$ cat src/rtl/sram_seq_pkg.sv
package sram_seq_pkg;

  typedef enum logic [2:0] {
    ST_IDLE    = 3'd0,
    ST_RD_ACC  = 3'd1,
    ST_RD_REC  = 3'd2,
    ST_WR_LOW  = 3'd3,
    ST_WR_HOLD = 3'd4
  } seq_state_e;

  // Ceiling division of a nanosecond limit by the clock period.
  function automatic int ns_to_cyc(input int ns, input int clk_ns);
    return (ns + clk_ns - 1) / clk_ns;
  endfunction

  function automatic int imax(input int a, input int b);
    return (a > b) ? a : b;
  endfunction

endpackage

$ cat src/rtl/sram_seq_ctrl.sv
module sram_seq_ctrl
  import sram_seq_pkg::*;
#(
  parameter int RD_ACC_CYC  = 5,
  parameter int RD_REC_CYC  = 2,
  parameter int WR_LOW_CYC  = 4,
  parameter int WR_HOLD_CYC = 1,
  parameter int CNT_W       = 3
) (
  input  logic       clk,
  input  logic       rst_n,
  input  logic       req_valid,
  input  logic       req_write,
  output seq_state_e state_q,
  output seq_state_e state_d,
  output logic       accept,
  output logic       capture,
  output logic       done_q
);

  localparam logic [CNT_W-1:0] RD_ACC_LD  = CNT_W'(RD_ACC_CYC - 1);
  localparam logic [CNT_W-1:0] RD_REC_LD  = CNT_W'(RD_REC_CYC - 1);
  localparam logic [CNT_W-1:0] WR_LOW_LD  = CNT_W'(WR_LOW_CYC - 1);
  localparam logic [CNT_W-1:0] WR_HOLD_LD = CNT_W'(WR_HOLD_CYC - 1);

  logic [CNT_W-1:0] cnt_q;
  logic [CNT_W-1:0] cnt_d;
  logic             done_d;
  logic             last;

  // Next-state process
  always_comb begin
    state_d = state_q;
    cnt_d   = cnt_q;
    done_d  = 1'b0;
    accept  = 1'b0;
    capture = 1'b0;
    last    = (cnt_q == '0);
    if (!last) cnt_d = cnt_q - 1'b1;
    unique case (state_q)
      ST_IDLE: begin
        cnt_d = '0;
        if (req_valid && !done_q) begin
          accept = 1'b1;
          if (req_write) begin
            state_d = ST_WR_LOW;
            cnt_d   = WR_LOW_LD;
          end else begin
            state_d = ST_RD_ACC;
            cnt_d   = RD_ACC_LD;
          end
        end
      end
      ST_RD_ACC: begin
        if (last) begin
          capture = 1'b1;
          state_d = ST_RD_REC;
          cnt_d   = RD_REC_LD;
        end
      end
      ST_RD_REC: begin
        if (last) begin
          state_d = ST_IDLE;
          done_d  = 1'b1;
        end
      end
      ST_WR_LOW: begin
        if (last) begin
          state_d = ST_WR_HOLD;
          cnt_d   = WR_HOLD_LD;
        end
      end
      ST_WR_HOLD: begin
        if (last) begin
          state_d = ST_IDLE;
          done_d  = 1'b1;
        end
      end
      default: begin
        state_d = ST_IDLE;
        cnt_d   = '0;
      end
    endcase
  end

  // Register process
  always_ff @(posedge clk or negedge rst_n) begin
    if (!rst_n) begin
      state_q <= ST_IDLE;
      cnt_q   <= '0;
      done_q  <= 1'b0;
    end else begin
      state_q <= state_d;
      cnt_q   <= cnt_d;
      done_q  <= done_d;
    end
  end

  // completion is a single-cycle pulse
  assert_done_single_R7: assert property (@(posedge clk) disable iff (!rst_n)
    done_q |=> !done_q);

  // an accepted command always leaves the idle state on the next edge
  assert_accept_leaves_idle_R8: assert property (@(posedge clk) disable iff (!rst_n)
    accept |=> (state_q != ST_IDLE));

endmodule

$ cat src/rtl/sram_seq_pins.sv
module sram_seq_pins
  import sram_seq_pkg::*;
#(
  parameter int RD_ACC_CYC   = 5,
  parameter int WR_LOW_CYC   = 4,
  parameter int OE_FLOAT_CYC = 2
) (
  input  logic       clk,
  input  logic       rst_n,
  input  seq_state_e state_d,
  output logic       ce_n,
  output logic       oe_n,
  output logic       we_n,
  output logic       dq_oe
);

  logic ce_nx, oe_nx, we_nx, dq_oe_x;

  // Pin levels follow the next state so that they change on the same edge
  always_comb begin
    ce_nx   = !((state_d == ST_RD_ACC) || (state_d == ST_WR_LOW));
    oe_nx   = (state_d != ST_RD_ACC);
    we_nx   = (state_d != ST_WR_LOW);
    dq_oe_x = (state_d == ST_WR_LOW) || (state_d == ST_WR_HOLD);
  end

  always_ff @(posedge clk or negedge rst_n) begin
    if (!rst_n) begin
      ce_n  <= 1'b1;
      oe_n  <= 1'b1;
      we_n  <= 1'b1;
      dq_oe <= 1'b0;
    end else begin
      ce_n  <= ce_nx;
      oe_n  <= oe_nx;
      we_n  <= we_nx;
      dq_oe <= dq_oe_x;
    end
  end

  // Checker counters for pulse widths and turnaround
  logic [7:0] oe_low_cnt, we_low_cnt, oe_high_cnt;

  always_ff @(posedge clk or negedge rst_n) begin
    if (!rst_n) begin
      oe_low_cnt  <= '0;
      we_low_cnt  <= '0;
      oe_high_cnt <= '0;
    end else begin
      oe_low_cnt  <= oe_n ? 8'd0 : oe_low_cnt + 8'd1;
      we_low_cnt  <= we_n ? 8'd0 : we_low_cnt + 8'd1;
      if (!oe_n)                   oe_high_cnt <= '0;
      else if (oe_high_cnt != '1)  oe_high_cnt <= oe_high_cnt + 8'd1;
    end
  end

  assert_oe_low_width_R2: assert property (@(posedge clk) disable iff (!rst_n)
    $rose(oe_n) |-> (oe_low_cnt == 8'(RD_ACC_CYC)));

  assert_we_low_width_R3: assert property (@(posedge clk) disable iff (!rst_n)
    $rose(we_n) |-> (we_low_cnt == 8'(WR_LOW_CYC)));

  assert_oe_off_in_write_R3: assert property (@(posedge clk) disable iff (!rst_n)
    !we_n |-> oe_n);

  assert_ce_with_we_R3: assert property (@(posedge clk) disable iff (!rst_n)
    !we_n |-> !ce_n);

  assert_no_drive_while_oe_R4: assert property (@(posedge clk) disable iff (!rst_n)
    dq_oe |-> oe_n);

  assert_data_held_after_we_R5: assert property (@(posedge clk) disable iff (!rst_n)
    $rose(we_n) |-> dq_oe);

  assert_float_before_drive_R6: assert property (@(posedge clk) disable iff (!rst_n)
    $rose(dq_oe) |-> (oe_high_cnt >= 8'(OE_FLOAT_CYC)));

endmodule

$ cat src/rtl/sram_seq_data.sv
module sram_seq_data #(
  parameter int ADDR_W = 13,
  parameter int DATA_W = 8
) (
  input  logic              clk,
  input  logic              rst_n,
  input  logic              accept,
  input  logic              capture,
  input  logic [ADDR_W-1:0] req_addr,
  input  logic [DATA_W-1:0] req_wdata,
  input  logic [DATA_W-1:0] mem_dq_in,
  output logic [ADDR_W-1:0] addr_q,
  output logic [DATA_W-1:0] wdata_q,
  output logic [DATA_W-1:0] rdata_q
);

  logic addr_en, rdata_en;

  assign addr_en  = accept;
  assign rdata_en = capture;

  // Address and write byte are held for the whole command
  always_ff @(posedge clk or negedge rst_n) begin
    if (!rst_n) begin
      addr_q  <= '0;
      wdata_q <= '0;
    end else if (addr_en) begin
      addr_q  <= req_addr;
      wdata_q <= req_wdata;
    end
  end

  always_ff @(posedge clk or negedge rst_n) begin
    if (!rst_n)        rdata_q <= '0;
    else if (rdata_en) rdata_q <= mem_dq_in;
  end

  // returned byte moves only on a capture
  assert_rdata_only_on_capture_R9: assert property (@(posedge clk) disable iff (!rst_n)
    !$stable(rdata_q) |-> $past(capture));

endmodule

$ cat src/rtl/sram_seq.sv
module sram_seq
  import sram_seq_pkg::*;
#(
  parameter int ADDR_W          = 13,
  parameter int DATA_W          = 8,
  parameter int CLK_NS          = 20,
  parameter int T_CYCLE_NS      = 100,
  parameter int T_ADDR_ACC_NS   = 100,
  parameter int T_CE_ACC_NS     = 100,
  parameter int T_OE_ACC_NS     = 50,
  parameter int T_OE_FLOAT_NS   = 40,
  parameter int T_WE_LOW_NS     = 80,
  parameter int T_ADDR_WE_NS    = 80,
  parameter int T_DATA_SETUP_NS = 50,
  parameter int T_DATA_HOLD_NS  = 5,
  parameter int T_ADDR_HOLD_NS  = 10
) (
  input  logic              clk,
  input  logic              rst_n,
  input  logic              req_valid,
  input  logic              req_write,
  input  logic [ADDR_W-1:0] req_addr,
  input  logic [DATA_W-1:0] req_wdata,
  output logic              rsp_done,
  output logic [DATA_W-1:0] rsp_rdata,
  output logic              mem_ce_n,
  output logic              mem_oe_n,
  output logic              mem_we_n,
  output logic [ADDR_W-1:0] mem_addr,
  output logic [DATA_W-1:0] mem_dq_out,
  output logic              mem_dq_oe,
  input  logic [DATA_W-1:0] mem_dq_in
);

  localparam int CYC_RC  = ns_to_cyc(T_CYCLE_NS, CLK_NS);
  localparam int CYC_AA  = ns_to_cyc(T_ADDR_ACC_NS, CLK_NS);
  localparam int CYC_CA  = ns_to_cyc(T_CE_ACC_NS, CLK_NS);
  localparam int CYC_OA  = ns_to_cyc(T_OE_ACC_NS, CLK_NS);
  localparam int CYC_OHZ = ns_to_cyc(T_OE_FLOAT_NS, CLK_NS);
  localparam int CYC_WP  = ns_to_cyc(T_WE_LOW_NS, CLK_NS);
  localparam int CYC_AW  = ns_to_cyc(T_ADDR_WE_NS, CLK_NS);
  localparam int CYC_DS  = ns_to_cyc(T_DATA_SETUP_NS, CLK_NS);
  localparam int CYC_DH  = ns_to_cyc(T_DATA_HOLD_NS, CLK_NS);
  localparam int CYC_AH  = ns_to_cyc(T_ADDR_HOLD_NS, CLK_NS);

  localparam int RD_ACC_CYC  = imax(imax(CYC_AA, CYC_CA), imax(CYC_OA, 1));
  localparam int RD_REC_CYC  = imax(imax(CYC_OHZ, CYC_RC - RD_ACC_CYC), 1);
  localparam int WR_LOW_CYC  = imax(imax(CYC_WP, CYC_AW), imax(CYC_DS, 1));
  localparam int WR_HOLD_CYC = imax(imax(CYC_DH, CYC_AH), imax(CYC_RC - WR_LOW_CYC, 1));
  localparam int CNT_MAX     = imax(imax(RD_ACC_CYC, RD_REC_CYC), imax(WR_LOW_CYC, WR_HOLD_CYC));
  localparam int CNT_W       = $clog2(CNT_MAX + 1);

  // Reset: asserted asynchronously, released on a clock edge
  logic [1:0] rst_pipe;
  logic       rst_sync_n;

  always_ff @(posedge clk or negedge rst_n) begin
    if (!rst_n) rst_pipe <= 2'b00;
    else        rst_pipe <= {rst_pipe[0], 1'b1};
  end
  assign rst_sync_n = rst_pipe[1];

  seq_state_e state_q, state_d;
  logic       accept, capture;

  sram_seq_ctrl #(
    .RD_ACC_CYC  (RD_ACC_CYC),
    .RD_REC_CYC  (RD_REC_CYC),
    .WR_LOW_CYC  (WR_LOW_CYC),
    .WR_HOLD_CYC (WR_HOLD_CYC),
    .CNT_W       (CNT_W)
  ) ctrl_i (
    .clk       (clk),
    .rst_n     (rst_sync_n),
    .req_valid (req_valid),
    .req_write (req_write),
    .state_q   (state_q),
    .state_d   (state_d),
    .accept    (accept),
    .capture   (capture),
    .done_q    (rsp_done)
  );

  sram_seq_pins #(
    .RD_ACC_CYC   (RD_ACC_CYC),
    .WR_LOW_CYC   (WR_LOW_CYC),
    .OE_FLOAT_CYC (CYC_OHZ)
  ) pins_i (
    .clk     (clk),
    .rst_n   (rst_sync_n),
    .state_d (state_d),
    .ce_n    (mem_ce_n),
    .oe_n    (mem_oe_n),
    .we_n    (mem_we_n),
    .dq_oe   (mem_dq_oe)
  );

  sram_seq_data #(
    .ADDR_W (ADDR_W),
    .DATA_W (DATA_W)
  ) data_i (
    .clk       (clk),
    .rst_n     (rst_sync_n),
    .accept    (accept),
    .capture   (capture),
    .req_addr  (req_addr),
    .req_wdata (req_wdata),
    .mem_dq_in (mem_dq_in),
    .addr_q    (mem_addr),
    .wdata_q   (mem_dq_out),
    .rdata_q   (rsp_rdata)
  );

  // address does not move on the write-enable rising edge
  assert_addr_stable_at_we_rise_R5: assert property (@(posedge clk) disable iff (!rst_sync_n)
    $rose(mem_we_n) |-> $stable(mem_addr));

  // address changes only when a new command starts, never mid-cycle
  assert_addr_moves_from_idle_R9: assert property (@(posedge clk) disable iff (!rst_sync_n)
    !$stable(mem_addr) |-> ($past(state_q) == ST_IDLE));

endmodule

$ cat config.mk
export PLATFORM = sky130hd
export DESIGN_NAME = sram_seq
export DESIGN_NICKNAME = d
export VERILOG_FILES = /design/src/rtl/sram_seq_pkg.sv /design/src/rtl/sram_seq_ctrl.sv /design/src/rtl/sram_seq_pins.sv /design/src/rtl/sram_seq_data.sv /design/src/rtl/sram_seq.sv
export SDC_FILE = /design/constraint.sdc
export NUM_CORES = 1
export LEC_CHECK = 0
export CAP_MARGIN = 15
export CORE_ASPECT_RATIO = 1.25
export CORE_MARGIN = 8
export CORE_UTILIZATION = 35
export CTS_CLUSTER_DIAMETER = 150
export DETAILED_ROUTE_END_ITERATION = 8
export GPL_TIMING_DRIVEN = 0
export HOLD_SLACK_MARGIN = 0.05
export PLACE_DENSITY = 0.66
export SLEW_MARGIN = 0
export SYNTH_ARGS = -nofsm -noshare
export SYNTH_HDL_FRONTEND = slang
export SYNTH_SLANG_ARGS = --single-unit
$ cat constraint.sdc
create_clock -name clk -period 2.1 [get_ports clk]
set_clock_uncertainty 0.2 [all_clocks]
set_input_delay 0.315 -clock clk [delete_from_list [all_inputs] [get_ports clk]]
set_output_delay 0.315 -clock clk [all_outputs]
set_load 0.05 [all_outputs]
## Word level (Yosys, flattened, before mapping)

Cells that the tools add are included.
Widths: inputs -> output; s select.

- Input bits: 33
- Bits in registers: 42
- Logic and storage cells: 46

- Eq/ne operators: 9
- Add/subtract/negate cells: 1
- Reduce and logical (&&, ||, !) cells: 8
- Multiplexer cells: 17

Operators with widths:

| cell | count |
|---|---|
| $mux 3 | 9 |
| $pmux 3 s4 | 2 |
| $eq 3x2->1 const B | 3 |
| $eq 3x1->1 const B | 2 |
| $eq 3x3->1 const B | 2 |
| $logic_not 3->1 | 2 |
| $mux 1 | 5 |
| $ne 3x1->1 const B | 1 |
| $ne 3x2->1 const B | 1 |
| $sub 3x1->3 const B | 1 |
| $logic_not 1->1 | 2 |
| $logic_or 1x1->1 | 2 |
| $mux 2 | 1 |
| $reduce_or 2->1 | 1 |
| $logic_and 1x1->1 | 1 |

## Depth between registers and ports, before layout

- Word-level depth: 7
- Depth in mapped cells: 8
- Gate-level depth less buffers: 8

## Modules after synthesis

A second synthesis with hierarchy kept.

- Cells, all modules: 122
- Area total of the unflattened synthesis: 1,835.5 sq um

By module, submodules not included:

| module | cells each | sequential area each (sq um) | area an instance (sq um) | instances |
|---|---|---|---|---|
| sram_seq_data | 61 | 725.7 | 1,154.9 | 1 |
| sram_seq_ctrl | 48 | 175.2 | 483.0 | 1 |
| sram_seq_pins | 10 | 103.8 | 143.9 | 1 |
| sram_seq | 3 | 50.0 | 53.8 | 1 |

## Worst setup path after synthesis

Ideal clock, no wire load.

- Path kind: reg2reg
- Start point: register ctrl_i.cnt_q[0]
- End point: register data_i.rdata_q[0]
- Slack: 220 ps
- Required time: 1,775 ps
- Period minus slack after synthesis: 1,880 ps
- Buffers on the path: 0
- Setup time: 125 ps
- Arrival time: 1,555 ps
- Cell stages (with the launch flop): 7
- Cell sequence: dfrtp_1 -> inv_1 -> ha_1 -> nor2b_2 -> inv_2 -> nor3b_4 -> mux2_2

- Word-level cells in the longest chain between the ends: 3

Ends and longest elaborated chain:

| what | RTL line | RTL |
|---|---|---|
| start: declaration | sram_seq_ctrl.sv:26 | `logic [CNT_W-1:0] cnt_q;` |
| start signal: assignment | sram_seq_ctrl.sv:94 | `cnt_q <= cnt_d;` |
| $logic_not 3->1 | sram_seq_ctrl.sv:38 | `last = (cnt_q == '0);` |
| $mux 1 | sram_seq_ctrl.sv:55 | `if (last) begin` |
| $mux 1 | sram_seq_ctrl.sv:40 | `unique case (state_q)` |
| end signal: assignment | sram_seq_data.sv:35 | `else if (rdata_en) rdata_q <= mem_dq_in;` |
| end: declaration | sram_seq_data.sv:14 | `output logic [DATA_W-1:0] rdata_q` |

No other way between the ends.
A chain may end at the register's enable or synchronous reset.

## Final worst setup path

- Start point: register data_i.addr_q[0]
- End point: output mem_addr[0]

RTL lines:

| what | RTL line | RTL |
|---|---|---|
| start: declaration | sram_seq_data.sv:12 | `output logic [ADDR_W-1:0] addr_q,` |
| start signal: assignment | sram_seq_data.sv:28 | `addr_q <= req_addr;` |
| end: declaration | sram_seq.sv:29 | `output logic [ADDR_W-1:0] mem_addr,` |

No word-level cell between the ends.

==> flow_summary.toml <==
[yosys]
synth-main-ff-cell = "dfrtp_1"
synth-edff-count = 0
yosysMostFrequentCell = "dfrtp_1"
synth_area_leaders = "dfrtp_1 56%, mux2_2 19%, dfstp_2 4.5%"
synthArstFlopShare = 1.00
yosysTopAreaCell = "dfrtp_1"
seq_area_frac_synth = 0.608
synth_top_cell_area_share = 0.562
synth_area_mm2 = 0.00174
synth_seq_cells = 42
postSynthCellCount = 120
yosys-top-cells-count = "39 x dfrtp_1, 29 x mux2_2, 5 x nand3_1"
ys_types = 30
yosys_warnings = 0
synth.avg_cell_area_um2 = 14.5
synth_nets = 157

[global_route]
grt_pass1_vias = 1369
grt_max_degree = 41
track_usage = 0.117
grt_pass1_wl_um = 6820
grt_overflow = 0
antenna_found_initial = 0

[worst_setup_path]
startpoint_type = "flip-flop"
worstSetupPathType = "reg -> out"
critical-path-slowest-cell = "clkdlybuf4s50_1"
path_cells = "clkdlybuf4s50_1"
critPathBufInv = 1
arrival_ns = 1.48
cpPeakStageDelay_ns = 0.83
crit_family = "buffers and inverters"
crit_path_end_kind = "primary output"
worstPathMaxFanout = 2
required_ns = 1.58

[detailed_routing]
num_vias = 1227
wirelength_um = 4260
routed_via_density = 4.77
first_pass_iters = 4
drtIter0Drc = 62
drt.antenna.violating_nets = 0
wl_per_cell_um = 16.6
drc = 0

[power]
leakagePower_nw = 1.10
share_comb_of_total_power = 0.595
internal_power_w = 0.00276
fin_total_pwr_w = 0.00508
power_density_mw_per_mm2 = 1940
seq_power_share = 0.282
switching_share = 0.458
p_switching_w = 0.00233
ir_worst_vdd_mv = 0.874
power_frac_clock = 0.123

[status]
outcome = "finished clean"

[timing]
grt_setup_unrepaired = "no"
relSlewSlack = 0.419
finalCritPeriodShare = 0.952
fmax_mhz = 500
hold_viol_final = 0
tightest_slew_ns = 0.871
slew_violations = 0
fin_tns_setup_ns = 0
period_minus_slack_ns = 2.00
hold-worst-slack_ns = 0.165
setup_viol = 0

[cts]
cts.path.max_buffers = 2
root_buffer = "clkbuf_8"
insertion_delay_ns = 0.29
cts_max_level = 2
cts_sinks = 42
cts_tree = "done"
clkTransAtPathRegs_ns = 0.08
cts_buffers = 5

[finish]
syn_to_final_growth_pct = 50.8
final_nets = 233
drive_gt1_frac = 0.274
antenna_cells = 0

[place]
portBuffers = 66
gp_congestion = 0.815
dpl.hpwl_um = 3270

[die]
die-area_mm2 = 0.00748
fp.coreArea_mm2 = 0.00476
die_h_um = 94.7
fp.dieW_um = 79.0
rows = 28
io_pins = 67
initial_core_util = 0.364

[flow_run]
drv_cap = 0

[worst_hold_path]
min_path_type = "reg -> reg"
final timing paths:
kind	start	endpoint	slack, ns	cells after the start
max reg2reg	ctrl_i.cnt_q[0]	data_i.rdata_q[4]	0.12	7
min	rst_pipe[0]	rst_pipe[1]	0.16	0
min in group asynchronous	rst_pipe[1]	data_i.addr_q[6]	0.19	0
max in group asynchronous	rst_pipe[1]	ctrl_i.state_q[0]	0.96	0
min reg2reg	rst_pipe[0]	rst_pipe[1]	0.16	0
max	data_i.addr_q[0]	mem_addr[0]	0.10	1
layout by cell type (no fill, tap or decap):
cell type and count:
dfstp_2 3, inv_1 3, nor2b_4 2, dlygate4sd3_1 1, bufinv_16 1, nor4bb_1 1, nand4_1 1, mux2_2 29
nor3_1 2, dfrtp_1 38, clkinv_2 2, conb_1 1, inv_4 1, nand2b_1 2, a21oi_1 2, dfrtp_2 1
buf_4 3, nor4b_1 1, xnor2_1 2, clkbuf_8 5, o21ai_0 4, a221o_1 1, o22a_1 1, and3_1 1
ha_1 4, dlygate4sd2_1 3, or4b_2 1, a31oi_1 1, nor4b_2 1, buf_6 3, a32oi_1 1, nor2_1 2
nor3b_4 1, nand2_1 3, clkdlybuf4s50_1 63, buf_2 1, nand3_1 5
metal layers:
layer | vias up | track usage | part of all wire
met2 | 42 | 0.208 | 0.55
li1 | 573 | - | -
met4 | 0 | 0.0464 | 0.014
met3 | 6 | 0.0475 | 0.071
met1 | 606 | 0.120 | 0.37
met5 | - | 0 | 0
through the flow:
step / instances / setup WS, ns / utilization / cell area, um2
6_report: 257 / 0.101 / 0.549 / 2620
3_5_place_dp: 246 / -0.0206 / 0.519 / 2470
2_1_floorplan: 120 / 0.220 / - / 1740
4_1_cts: 257 / 0.0674 / 0.546 / 2600
3_3_place_gp: 246 / 0.0829 / 0.519 / 2470
5_1_grt: 257 / 0.0277 / 0.549 / 2620
state kept, by name, indices dropped and copies added, names as in the netlist:
| register | cells |
|---|---|
| ctrl_i.cnt_q | 3 |
| ctrl_i.done_q | 1 |
| ctrl_i.state_q | 3 |
| data_i.addr_q | 13 |
| data_i.rdata_q | 8 |
| data_i.wdata_q | 8 |
| pins_i.ce_n | 1 |
| pins_i.dq_oe | 1 |
| pins_i.oe_n | 1 |
| pins_i.we_n | 1 |
| rst_pipe | 2 |
timing repair:
item | CTS | global route
buffers inserted | 2 | 0
endpoints found under the setup margin | 11 | 6
pin swaps | 1 | 0
hold buffers | 1 | 0
endpoints found under the hold margin | 2 | 0
resized for setup | 3 | 3
cells by family after synthesis:
kind of cell | share of synthesized area
adder cells (fa/ha/maj) | 0.0288
AO/OA/AOI/OAI | 0.0368
other | 0.00216
multiplexers | 0.188
AND/OR/NAND/NOR | 0.0908
buffers and inverters | 0.0353
XOR/XNOR | 0.0101
flip-flops | 0.608
area by class of cell:
cell class	count	area, um2
fill	432	2150
buffer	5	46.3
inverter	4	17.5
clock inverter	3	40.0
clock buffer	5	68.8
sequential	42	1060
tap	60	75.1
multi-input combinational	69	631
timing repair buffer	69	682
power groups by stage:
stage / clock network, W / logic [W] / registers [W]
after CTS: 0.000639 / 0.00304 / 0.00143
after global routing: 0.000680 / 0.00320 / 0.00149
after detailed placement: 0 / 0.00303 / 0.00145
final: 0.000625 / 0.00303 / 0.00143
after floorplan: 0 / 0.000920 / 0.00258
after global placement: 0 / 0.00296 / 0.00142
No activity file was read; power rests on OpenSTA's default activity.
